[src/rtl/sxr_pkg.sv]
package sxr_pkg;
  localparam int unsigned CMP_W      = 16;
  localparam logic [CMP_W-1:0] CTRL_ADDR = 16'h0000;
  localparam logic [CMP_W-1:0] TX_BASE0  = 16'h0034;
  localparam logic [CMP_W-1:0] PORT_STEP = 16'h0010;
  localparam logic [CMP_W-1:0] LAST_ALIAS = 16'h000C;

  // True when a lies on one of the four word aliases starting at base
  function automatic logic alias_hit(input logic [CMP_W-1:0] a,
                                     input logic [CMP_W-1:0] base);
    return (a[1:0] == 2'b00) && (a >= base) && (a <= base + LAST_ALIAS);
  endfunction

  function automatic logic [CMP_W-1:0] port_base(input int unsigned idx);
    return TX_BASE0 + CMP_W'(idx) * PORT_STEP;
  endfunction
endpackage

[src/rtl/sxr_fifo.sv]
module sxr_fifo #(
  parameter int unsigned WIDTH = 32,
  parameter int unsigned DEPTH = 8
) (
  input  logic             clk,
  input  logic             rst,
  input  logic             push,
  input  logic [WIDTH-1:0] din,
  input  logic             pop,
  output logic [WIDTH-1:0] dout,
  output logic             full,
  output logic             empty
);
  localparam int unsigned AW = $clog2(DEPTH);

  logic [WIDTH-1:0] mem [DEPTH];
  logic [AW-1:0]    wptr, rptr;
  logic [AW:0]      count;
  logic             do_push, do_pop;

  function automatic logic [AW-1:0] bump(input logic [AW-1:0] p);
    return (p == AW'(DEPTH - 1)) ? '0 : p + 1'b1;
  endfunction

  assign full    = (count == (AW+1)'(DEPTH));
  assign empty   = (count == '0);
  assign do_push = push && !full;
  assign do_pop  = pop && !empty;
  assign dout    = mem[rptr];

  // storage without reset so it maps onto RAM
  always_ff @(posedge clk) begin
    if (do_push) mem[wptr] <= din;
  end

  always_ff @(posedge clk) begin
    if (rst) begin
      wptr  <= '0;
      rptr  <= '0;
      count <= '0;
    end else begin
      if (do_push) wptr <= bump(wptr);
      if (do_pop)  rptr <= bump(rptr);
      case ({do_push, do_pop})
        2'b10:   count <= count + 1'b1;
        2'b01:   count <= count - 1'b1;
        default: count <= count;
      endcase
    end
  end

  // occupancy never exceeds the depth
  p_count_bounded_r11: assert property (@(posedge clk) disable iff (rst)
    count <= (AW+1)'(DEPTH));
  // a push into a full queue with no pop leaves it full
  p_drop_when_full_r5: assert property (@(posedge clk) disable iff (rst)
    (push && full && !pop) |=> full);
  // a pop of an empty queue with no push leaves it empty
  p_no_pop_when_empty_r8: assert property (@(posedge clk) disable iff (rst)
    (pop && empty && !push) |=> empty);
endmodule

[src/rtl/sxr_decode.sv]
module sxr_decode #(
  parameter int unsigned ADDR_W = 8,
  parameter int unsigned N_TX   = 4
) (
  input  logic [ADDR_W-1:0] addr,
  input  logic              wr,
  input  logic              rd,
  output logic [N_TX-1:0]   wr_tx,
  output logic              wr_pack,
  output logic              wr_ctrl,
  output logic              rd_ctrl,
  output logic              rd_left,
  output logic              rd_right,
  output logic              rd_pack,
  output logic              rd_hit
);
  import sxr_pkg::*;

  localparam logic [CMP_W-1:0] PACK_BASE = port_base(N_TX);
  localparam logic [CMP_W-1:0] RXL_BASE  = port_base(N_TX - 2);
  localparam logic [CMP_W-1:0] RXR_BASE  = port_base(N_TX - 1);

  logic [CMP_W-1:0] a;
  assign a = CMP_W'(addr);

  for (genvar i = 0; i < N_TX; i++) begin : g_tx
    assign wr_tx[i] = wr && alias_hit(a, port_base(i));
  end

  assign wr_pack  = wr && alias_hit(a, PACK_BASE);
  assign wr_ctrl  = wr && (a == CTRL_ADDR);
  assign rd_ctrl  = rd && (a == CTRL_ADDR);
  assign rd_left  = rd && alias_hit(a, RXL_BASE);
  assign rd_right = rd && alias_hit(a, RXR_BASE);
  assign rd_pack  = rd && alias_hit(a, PACK_BASE);
  assign rd_hit   = rd_ctrl || rd_left || rd_right || rd_pack;
endmodule

[src/rtl/sxr_rx_mux.sv]
module sxr_rx_mux #(
  parameter int unsigned N_SRC = 8,
  parameter int unsigned WIDTH = 32,
  localparam int unsigned SEL_W = $clog2(N_SRC)
) (
  input  logic [SEL_W-1:0]       sel,
  input  logic [N_SRC-1:0]       valid,
  input  logic [N_SRC*WIDTH-1:0] left,
  input  logic [N_SRC*WIDTH-1:0] right,
  input  logic                   accept,
  output logic                   sel_valid,
  output logic [WIDTH-1:0]       sel_left,
  output logic [WIDTH-1:0]       sel_right,
  output logic [N_SRC-1:0]       ready
);
  assign sel_valid = valid[sel];
  assign sel_left  = left[sel*WIDTH +: WIDTH];
  assign sel_right = right[sel*WIDTH +: WIDTH];

  for (genvar i = 0; i < N_SRC; i++) begin : g_rdy
    assign ready[i] = (sel == SEL_W'(i)) && accept;
  end
endmodule

[src/rtl/sample_xchg_regs.sv]
module sample_xchg_regs #(
  parameter int unsigned ADDR_W     = 8,
  parameter int unsigned DATA_W     = 32,
  parameter int unsigned N_PAIRS    = 2,
  parameter int unsigned FIFO_DEPTH = 8,
  parameter int unsigned N_SRC      = 8
) (
  input  logic                      clk,
  input  logic                      rst,
  input  logic [ADDR_W-1:0]         bus_addr,
  input  logic                      bus_wr,
  input  logic                      bus_rd,
  input  logic [DATA_W-1:0]         bus_wdata,
  output logic [DATA_W-1:0]         bus_rdata,
  output logic [2*N_PAIRS*DATA_W-1:0] tx_data,
  output logic [2*N_PAIRS-1:0]      tx_valid,
  input  logic [2*N_PAIRS-1:0]      tx_ready,
  input  logic [N_SRC*DATA_W-1:0]   rx_left,
  input  logic [N_SRC*DATA_W-1:0]   rx_right,
  input  logic [N_SRC-1:0]          rx_valid,
  output logic [N_SRC-1:0]          rx_ready,
  output logic                      ovf_flag,
  output logic                      unf_flag
);
  localparam int unsigned N_TX   = 2 * N_PAIRS;
  localparam int unsigned SEL_W  = $clog2(N_SRC);
  localparam int unsigned HALF_W = DATA_W / 2;

  logic [N_TX-1:0] wr_tx;
  logic wr_pack, wr_ctrl, rd_ctrl, rd_left, rd_right, rd_pack, rd_hit;

  sxr_decode #(.ADDR_W(ADDR_W), .N_TX(N_TX)) u_dec (
    .addr(bus_addr), .wr(bus_wr), .rd(bus_rd),
    .wr_tx(wr_tx), .wr_pack(wr_pack), .wr_ctrl(wr_ctrl),
    .rd_ctrl(rd_ctrl), .rd_left(rd_left), .rd_right(rd_right),
    .rd_pack(rd_pack), .rd_hit(rd_hit)
  );

  // receive source select
  logic [SEL_W-1:0] src_sel;
  always_ff @(posedge clk) begin
    if (rst)          src_sel <= '0;
    else if (wr_ctrl) src_sel <= bus_wdata[SEL_W-1:0];
  end

  // transmit side
  logic [N_TX-1:0] tx_full, tx_empty;
  logic            pack_ok;
  logic [DATA_W-1:0] pack_l, pack_r;

  assign pack_ok = wr_pack && !tx_full[0] && !tx_full[1];
  assign pack_l  = {{HALF_W{bus_wdata[DATA_W-1]}}, bus_wdata[DATA_W-1:HALF_W]};
  assign pack_r  = {{HALF_W{bus_wdata[HALF_W-1]}}, bus_wdata[HALF_W-1:0]};

  for (genvar i = 0; i < N_TX; i++) begin : g_tx
    logic              push_i;
    logic [DATA_W-1:0] din_i;
    if (i < 2) begin : g_packed_target
      assign push_i = wr_tx[i] || pack_ok;
      assign din_i  = wr_pack ? ((i == 0) ? pack_l : pack_r) : bus_wdata;
    end else begin : g_plain
      assign push_i = wr_tx[i];
      assign din_i  = bus_wdata;
    end
    sxr_fifo #(.WIDTH(DATA_W), .DEPTH(FIFO_DEPTH)) u_txq (
      .clk(clk), .rst(rst), .push(push_i), .din(din_i),
      .pop(tx_ready[i]), .dout(tx_data[i*DATA_W +: DATA_W]),
      .full(tx_full[i]), .empty(tx_empty[i])
    );
    assign tx_valid[i] = !tx_empty[i];
  end

  // receive side
  logic              sel_valid, rx_accept;
  logic [DATA_W-1:0] sel_l, sel_r, rxl_q, rxr_q;
  logic              rxl_full, rxl_empty, rxr_full, rxr_empty;
  logic              rx_push, rxl_pop, rxr_pop, pack_rd_ok;

  assign rx_accept = !rxl_full && !rxr_full;
  assign rx_push   = sel_valid && rx_accept;

  sxr_rx_mux #(.N_SRC(N_SRC), .WIDTH(DATA_W)) u_mux (
    .sel(src_sel), .valid(rx_valid), .left(rx_left), .right(rx_right),
    .accept(rx_accept), .sel_valid(sel_valid), .sel_left(sel_l),
    .sel_right(sel_r), .ready(rx_ready)
  );

  assign pack_rd_ok = rd_pack && !rxl_empty && !rxr_empty;
  assign rxl_pop    = rd_left || pack_rd_ok;
  assign rxr_pop    = rd_right || pack_rd_ok;

  sxr_fifo #(.WIDTH(DATA_W), .DEPTH(FIFO_DEPTH)) u_rxl (
    .clk(clk), .rst(rst), .push(rx_push), .din(sel_l), .pop(rxl_pop),
    .dout(rxl_q), .full(rxl_full), .empty(rxl_empty)
  );
  sxr_fifo #(.WIDTH(DATA_W), .DEPTH(FIFO_DEPTH)) u_rxr (
    .clk(clk), .rst(rst), .push(rx_push), .din(sel_r), .pop(rxr_pop),
    .dout(rxr_q), .full(rxr_full), .empty(rxr_empty)
  );

  // registered read data
  always_ff @(posedge clk) begin
    if (rst) begin
      bus_rdata <= '0;
    end else if (bus_rd) begin
      if (rd_ctrl)
        bus_rdata <= DATA_W'(src_sel);
      else if (rd_left)
        bus_rdata <= rxl_empty ? '0 : rxl_q;
      else if (rd_right)
        bus_rdata <= rxr_empty ? '0 : rxr_q;
      else if (pack_rd_ok)
        bus_rdata <= {rxl_q[HALF_W-1:0], rxr_q[HALF_W-1:0]};
      else
        bus_rdata <= '0;
    end
  end

  // sticky error flags
  always_ff @(posedge clk) begin
    if (rst) begin
      ovf_flag <= 1'b0;
      unf_flag <= 1'b0;
    end else begin
      if (|(wr_tx & tx_full) || (wr_pack && !pack_ok)) ovf_flag <= 1'b1;
      if ((rd_left && rxl_empty) || (rd_right && rxr_empty) ||
          (rd_pack && !pack_rd_ok))                     unf_flag <= 1'b1;
    end
  end

  // at most one stream is offered ready
  p_single_ready_r9: assert property (@(posedge clk) disable iff (rst)
    $onehot0(rx_ready));
  // overflow flag never clears without reset
  p_ovf_sticky_r5: assert property (@(posedge clk) disable iff (rst)
    ovf_flag |=> ovf_flag);
  // underflow flag never clears without reset
  p_unf_sticky_r8: assert property (@(posedge clk) disable iff (rst)
    unf_flag |=> unf_flag);
  // a read that hits no port returns zero
  p_unmapped_zero_r10: assert property (@(posedge clk) disable iff (rst)
    (bus_rd && !rd_hit) |=> (bus_rdata == '0));
  // one access never targets both a transmit channel and the packed port
  p_single_write_target_r6: assert property (@(posedge clk) disable iff (rst)
    $countones({wr_tx, wr_pack, wr_ctrl}) <= 1);
  // bus_rdata holds between reads
  p_rdata_hold_r7: assert property (@(posedge clk) disable iff (rst)
    !bus_rd |=> $stable(bus_rdata));
endmodule

[config.mk]
export PLATFORM = sky130hd
export DESIGN_NAME = sample_xchg_regs
export DESIGN_NICKNAME = d
export VERILOG_FILES = /design/src/rtl/sxr_pkg.sv /design/src/rtl/sxr_fifo.sv /design/src/rtl/sxr_decode.sv /design/src/rtl/sxr_rx_mux.sv /design/src/rtl/sample_xchg_regs.sv
export SDC_FILE = /design/constraint.sdc
export NUM_CORES = 2
export LEC_CHECK = 0
export BUFFER_PORTS_ARGS = -buffer_cell sky130_fd_sc_hd__buf_4
export CAP_MARGIN = 0
export CORE_ASPECT_RATIO = 1.25
export CORE_MARGIN = 2
export CORE_UTILIZATION = 45
export CTS_CLUSTER_DIAMETER = 50
export DETAILED_ROUTE_END_ITERATION = 16
export SLEW_MARGIN = 5
export SYNTH_ARGS = -nofsm -noshare
export SYNTH_HDL_FRONTEND = slang
export SYNTH_SLANG_ARGS = --single-unit
[constraint.sdc]
create_clock -name clk -period 6.6 [get_ports clk]
set_input_delay 0.33 -clock clk [delete_from_list [all_inputs] [get_ports clk]]
set_output_delay 0.33 -clock clk [all_outputs]
set_load 0.05 [all_outputs]
==> flow_metrics.tcl <==
set metrics [dict create \
    p_switching_mw 4.49 \
    grt_pass1_vias 36900 \
    multi_input_area_sq_mm 0.0185 \
    finalInstanceArea_sq_mm 0.0815 \
    status "complete, no violations" \
    use_met3 0.0371 \
    grt_overflow_total 0 \
    synth_area_per_cell_sq_um 20.4 \
    place.gp.congestion 0.831 \
    fillerInstances 11700 \
    std_cell_rows 158 \
    synth_seq_cells 1651 \
    finClkSkew_ps 38.1 \
    intPower_mw 17.3 \
    dp_hpwl_microns 114000 \
    setup-tns-final_ps 0 \
    endpoint_kind "output pin" \
    required_ps 6270 \
    netlist_area_sq_mm 0.0675 \
    path_cells "buf_4 -> mux4_2 -> mux2_2 -> buf_4" \
    drt-pass1-iter-count 7 \
    start_util 0.454 \
    syn_inst 3316 \
    layout_commonest_cell "edfxtp_1" \
    wire_per_inst_microns 28.1 \
    drt_iter0_drc 2690 \
    layout_common_cells "edfxtp_1, buf_4, mux4_2" \
    post_dp_cell_area_sq_mm 0.0757 \
    total_leakage_power_nw 26.7 \
    groute.usage.overall 0.230 \
    finalPower_mw 21.8 \
    cap_violations 0 \
    worstSetupPathType "flop to output pin" \
    grt_max_degree 76 \
    p_clk_frac 0.424 \
    vias 35600 \
    clock_path_buffers 3 \
    pwr-share-comb 0.045 \
    grt_use_met2 0.413 \
    dieArea_sq_mm 0.153 \
    switching_share 0.206 \
    die_x_microns 350 \
    cp_max_fo 33 \
    fmax_mhz 265 \
    clock-sinks 1651 \
    rsz0062_at_grt "no" \
    grt_pass1_wl_microns 253000 \
    vias_per_cell 5.66 \
    cts.htree.levels 4 \
    layout_min_cycle_time_ps 3770 \
    grt.met1_usage 0.283 \
    final_cells 6288 \
    ff_latch_area_sq_mm 0.0485 \
    async_reset_ff_frac 0 \
    seqPwrFrac 0.531 \
    drv_slew 0 \
    hold_path_depth 5 \
    rr_startpoint "src_sel[0]" \
    ios 742 \
    startpoint_type "flop" \
    grt_busiest_layer "met2" \
    cpPeakStageDelay_ps 790 \
    synth_edf_count 1536 \
    min_from "bus_addr[5]" \
    ant_nets 0 \
    synth_cell_type_count 63 \
    drt_wl_total_microns 177000 \
    syn_nets 3928 \
    synth-seq-area-share 0.717 \
    nets 4759 \
    yosysWarnings 0 \
    cts_made_buffers 163 \
    hold_class "input pin to flop" \
    layout-drive-gt1-share 0.428 \
    synth_flop_cell "edfxtp_1" \
    slowest_stage "dfxtp_4" \
    antenna_found_initial 10 \
    core_area_sq_mm 0.149 \
    clk_latency_ps 800 \
    irDropWorstVdd_mv 0.266 \
    slew_headroom 0.253 \
    finalSetupViolCount 0 \
    route.detailed.drc 0 \
    cts_tree "built" \
    cpMostUsedCell "buf_4" \
    root_buffer "clkbuf_16" \
    rr_worst_depth 12 \
    hold_viol_final 0 \
    p_per_area_mw_per_mm2 267 \
    placed_cells 5942 \
    clk_pin_slew_worst_paths_ps 60 \
    crit_arrival_ps 3440 \
    worst_pin_slew_ps 1120 \
    port-buffer-count 741 \
    fin_crit_sh 0.571 \
    area_delta_synth_final_pct 20.7 \
    die_h_microns 437 \
]
-- per-layer routing --
layer | up-vias | share of wire
met3 | 237 | 0.050
met2 | 1129 | 0.54
met4 | 8 | 0.030
met5 | - | 0.00028
met1 | 18700 | 0.38
li1 | 15500 | -
-- cell usage after synthesis, types with 7 or more instances --
master | number | share of area
edfxtp_1 | 1536 | 0.68
mux4_2 | 486 | 0.16
mux2_2 | 195 | 0.033
nand2_1 | 164 | 0.0091
clkbuf_1 | 120 | 0.0067
dfxtp_1 | 115 | 0.034
mux2i_1 | 98 | 0.015
nor2_1 | 79 | 0.0044
a21oi_1 | 57 | 0.0042
o21ai_0 | 54 | 0.0040
buf_1 | 48 | 0.0027
ha_1 | 42 | 0.0078
nor3_1 | 30 | 0.0022
a22oi_1 | 26 | 0.0029
inv_1 | 22 | 0.0012
nor3b_1 | 20 | 0.0022
buf_2 | 18 | 0.0013
xor2_1 | 16 | 0.0021
nand3_1 | 14 | 0.0010
nor2b_1 | 14 | 0.0013
o22ai_1 | 14 | 0.0013
nand2b_1 | 13 | 0.0012
nor4_1 | 9 | 0.00083
o221ai_1 | 9 | 0.0012
nand3b_1 | 8 | 0.00089
or3_1 | 8 | 0.00074
nor4b_1 | 7 | 0.00091
o221ai_2 | 7 | 0.0016
or4_1 | 7 | 0.00078
-- power by group through the flow --
stage	registers [mW]	clock network, mW	logic, mW
floorplan	11.8	0	0.393
global placement	11.8	0	0.959
detailed placement	11.8	0	0.971
CTS	11.5	9.43	0.994
global route	11.5	9.83	1.04
finish	11.5	9.24	0.973
-- per-stage QoR --
stage,hold WS (ps),setup slack [ps],utilization
CTS,51.2,2670,0.548
global route,117,2560,0.548
finish,117,2830,0.548
floorplan,429,1110,-
global placement,459,3060,0.509
detailed placement,463,3060,0.509
-- path summary, 6_finish.rpt --
path                            slack (ps)        endpoint
worst max-delay path                  2830      tx_data[2]
worst max register to register        3230  u_rxl.count[2]
worst min-delay path                   120        ovf_flag
worst min register to register         470            flop
-- layout make-up --
| cell class | count | area share |
|---|---|---|
| antenna | 6 | 0.000184 |
| clock buffer | 212 | 0.0549 |
| clock inverter | 88 | 0.0108 |
| inverter | 22 | 0.00101 |
| multi-input combinational | 1455 | 0.228 |
| sequential | 1651 | 0.595 |
| tap | 2000 | 0.0307 |
| timing repair buffer | 854 | 0.0799 |
-- critical path, delay by kind of cell (launching register included) --
| kind | cells | cell delay [ps] |
|---|---|---|
| flip-flops | 1 | 790 |
| buffers and inverters | 2 | 880 |
| multiplexers | 2 | 930 |
-- flip-flops by register name, indices dropped and copies added, names as in the netlist, 4 cells and up, named ones only --
name / cells
g_tx.u_txq.count: 16
g_tx.u_txq.wptr: 12
g_tx.u_txq.rptr: 12
u_rxl.mem: 256
u_rxr.count: 4
u_rxr.mem: 256
u_rxl.count: 4
g_tx.u_txq.mem: 1024
bus_rdata: 32
-- kinds of logic after synthesis --
group                    share of synthesized area
AO/OA/AOI/OAI                               0.0217
XOR/XNOR                                   0.00272
adder cells (fa/ha/maj)                    0.00838
buffers and inverters                       0.0122
flip-flops                                   0.717
multiplexers                                 0.209
AND/OR/NAND/NOR                             0.0283
-- repair_timing --
action                                 in CTS  in global routing
endpoints found under the hold margin     682                  0
setup endpoints to repair                   0                  0
setup buffers                               0                  0
resized for setup                           0                  0
hold buffers                               40                  0
Power figures use the tool's default switching activity.
